[src/rtl/nibble_dec_fmt.sv]
module nibble_dec_fmt (
  input  logic [3:0] val_i,
  input  logic       signed_i,
  output logic [3:0] digit_o,
  output logic       tens_o,
  output logic       neg_o
);

  logic       over9;
  logic [3:0] bcd_units;
  logic [3:0] magnitude;

  assign over9     = (val_i > 4'd9);
  assign bcd_units = over9 ? (val_i - 4'd10) : val_i;
  assign magnitude = val_i[3] ? ((~val_i) + 4'd1) : val_i;

  assign digit_o = signed_i ? magnitude : bcd_units;
  assign tens_o  = ~signed_i & over9;
  assign neg_o   = signed_i & val_i[3];

endmodule


[config.mk]
export PLATFORM = sky130hd
export DESIGN_NAME = nibble_dec_fmt
export DESIGN_NICKNAME = d
export VERILOG_FILES = /design/src/rtl/nibble_dec_fmt.sv
export SDC_FILE = /design/constraint.sdc
export NUM_CORES = 1
export LEC_CHECK = 0
export BUFFER_PORTS_ARGS = -buffer_cell sky130_fd_sc_hd__buf_2
export CORE_AREA = 8 8 45 47
export DETAILED_ROUTE_END_ITERATION = 16
export DIE_AREA = 0 0 53 55
export GPL_TIMING_DRIVEN = 0
export PLACE_DENSITY_LB_ADDON = 0.3
export SLEW_MARGIN = 40
export SYNTH_ARGS = -nofsm -noshare
export SYNTH_HDL_FRONTEND = slang
export SYNTH_SLANG_ARGS = --single-unit
[constraint.sdc]
create_clock -name vclk -period 0.9
set_clock_uncertainty 0.1 [all_clocks]
set_input_delay 0.045 -clock vclk [all_inputs]
set_output_delay 0.045 -clock vclk [all_outputs]
set_load 0.1 [all_outputs]
After elaboration in Yosys (flattened, before gate mapping). Cells that the tools add are included.

Bits in registers: 0. Bits in latches: 0. Bits in writable memories: 0. Memory bits (read-only): 0. Input bits: 5. Output and inout port bits: 6. Word-level logic and storage cells: 10. Memories kept: 0.

$add $sub $neg: 2. Multipliers: 0. Divide/modulo/power cells: 0. $lt $le $gt $ge: 1. Equality and inequality tests: 0. Shifts and indexed selects: 0. Multiplexer cells: 3. Bitwise operators: 4. Reduce and logical (&&, ||, !) cells: 0.

Operators with widths (count): $mux 4 (3); $add 4x1->4 const B (1); $gt 4x4->1 const B (1); $not 4->4 (1); $sub 4x4->4 const B (1); $and 1x1->1 (2); $not 1->1 (1).

Depth between registers and ports, before layout.
Depth in word-level cells: 4. Gate-level depth with buffers: 5. Depth with buffers taken out: 5.

Worst setup path after synthesis. No wires, ideal clock.

Kind: input to output. From: in val_i[1]. To: out digit_o[2]. Data arrival time: 2.727 ns. Data required time: 0.755 ns. Path slack: -1.972 ns. Stages: 5. Path buffers: 0. Cell sequence: inv_1 > ha_1 > nor2_1 > nor2_1 > o31ai_1.

Word-level cells in the longest chain between the ends: 4.

Ends and longest elaborated chain: from (decl) (RTL line 2) `input logic [3:0] val_i,`; $not 4->4 (RTL line 15) `assign magnitude = val_i[3] ? ((~val_i) + 4'd1) : val_i;`; $add 4x1->4 (RTL line 15); $mux 4 (RTL line 15); $mux 4 (*) (RTL line 17) `assign digit_o = signed_i ? magnitude : bcd_units;`; to (decl) (RTL line 4) `output logic [3:0] digit_o,`.

Every way passes the cells marked *; elsewhere a longest branch is shown, timed or not.

Final worst setup path.
From: in val_i[1]. To: out digit_o[1].

Same word-level chain as after synthesis.

==> metrics.cfg <==
[layout]
final_common_cell=buf_4
area_growth_syn_to_layout_pct=178.2
nNetsFinal=54
fin_util_pct=39.24
n_sequential_cell=0
final_cell_mix=buf_4 (6), buf_12 (5), ha_4 (4)
seq_area_um2=0
clockBufferCount=0
fin_area_um2=543.0
n_fill_cell=139
layout-drive-gt1-share_pct=78.57
n_antenna_cell=0

[yosys]
synth_cell_types=15
syn_area_um2=195.2
syn-num-nets=37
seq_area_frac_synth_pct=0
ys.warnings.count=0
syn_inst=27
avgSynthCellArea_um2=7.229

[critical_path]
crit_path_end_kind=output pin
path_max_fanout=4
cp_data_required_time_ps=750
crit_type=in -> out
cp.arrival_ps=1090
startpoint_type=input pin

[routing]
routed_wl_um=688
drtPass1Iterations=3
drtIter0Drc=2
vias=245
drt-wirelength-per-cell_um=11.86
wl_met3_um=20
ant_nets=0
met1Wirelength_um=244
drc=0
routed-wl-met2_um=424
avgViaCountPerCell=4.224
highest-signal-layer=met3

[place]
gp_congestion=0.7320
dp_slack_ps=-768.9
placed_cell_area_um2=321.6
portBuffers=11

[timing]
period_minus_slack_ps=1234
fin_crit_sh_pct=137.1
relSlewSlack_pct=67.81
worst_slew_pin_slew_ps=486.2
max_clock_freq_ghz=0.8105
setup_viol=4
finalHoldViolations=0
setup_ws_ps=-333.9
drv_slew=0
rsz0062_at_grt=true
hold_slack_ps=429.4

[power_and_ir_drop]
p_per_area_nw_per_um2=788.9
clkPwrFrac_pct=0
internal_power_w=0.0001679
seqPwrFrac_pct=0
leakage_nw=0.2248
vdd_drop_max_uv=384.5
power.share.combinational_pct=100.0
switching_share_pct=60.80
switchingPower_w=0.0002605

[floorplanning]
ios=11
std_cell_rows=14
dieArea_um2=2915
coreArea_um2=1384
dieHeight_um=55
die_w_um=53
initial_utilization_pct=14.10

[global_routing]
grt_pass1_vias=264
gr-total-overflow=0
grt_pass1_wl_um=1083
track_usage_pct=4.687
antenna_found_initial=0
grt_max_degree=8

[clock_network]
cts_hold_buf=0

[worst_hold_path]
hold_class=in -> out

[job]
cap_violations=0

[status]
outcome=finished, violations left
violations=setup timing

what timing repair did:
action / 4_1_cts / 5_1_grt
pin swaps: 5 / 6
setup buffers: 4 / 0
setup endpoints to repair: 4 / 5
resized for setup: 36 / 9
cells in the mapped netlist:
master    instances  area, µm²
and4bb_1          1      12.51
inv_1             5      18.77
nor2_1            3      11.26
nand2_1           3      11.26
o21bai_1          1      7.510
ha_1              5      62.56
o22ai_1           1      6.260
mux2i_1           1      10.01
a311oi_1          1      8.760
o311a_1           1      10.01
a21o_1            1      7.510
a21oi_1           1      5.000
nor2b_2           1      8.760
o31ai_1           1      7.510
buf_4             1      7.510
path summary, 6_finish.rpt:
path,start,end,slack [ps],depth (start not counted)
setup / recovery,val_i[1],digit_o[1],-330,7
hold / removal,val_i[3],digit_o[3],430,3
critical path, stage by stage:
cell,delay [ps]
buf_8,90
clkinv_8,60
ha_4,170
o21bai_4,150
mux2i_2,300
a21oi_4,100
buf_12,170
stage by stage:
stage / total power, W / TNS (ps) / cells
2_1_floorplan: 0.0002389 / -1975 / 27
3_3_place_gp: 0.0002889 / -2520 / 54
3_5_place_dp: 0.0002890 / -2522 / 54
4_1_cts: 0.0003999 / -1101 / 58
5_1_grt: 0.0004520 / -1178 / 58
6_report: 0.0004284 / -1042 / 58
routing by layer:
| metal | up-vias | GRT usage (%) |
|---|---|---|
| li1 | 126 | - |
| met1 | 114 | 4.977 |
| met2 | 5 | 9.961 |
| met3 | 0 | 0.5348 |
| met4 | 0 | 0 |
| met5 | - | 0 |
power groups by stage:
stage	clock network (W)	logic [W]	registers (W)
after floorplan	0	0.000239	0
after CTS	0	0.000400	0
final	0	0.000428	0
after detailed placement	0	0.000289	0
after global routing	0	0.000452	0
after global placement	0	0.000289	0
layout make-up:
type / instances / area (µm²) / share of cell area [%]
Multi-Input combinational cell: 21 / 301.5 / 55.53
Tap cell: 16 / 20.02 / 3.687
Buffer: 1 / 7.507 / 1.382
Inverter: 5 / 38.79 / 7.143
Timing Repair Buffer: 15 / 175.2 / 32.26
cell families (layout without fill, tap and decap cells):
kind of cell	Yosys count	after routing	share of synthesized area, %
adders and majority gates	5	5	32.05
and+or+nand+nor	8	8	22.43
buffers and inverters	6	21	13.46
muxes	1	1	5.128
AOI/OAI and AO/OA	7	7	26.93
Note: power is estimated with default switching activity, not from simulation.
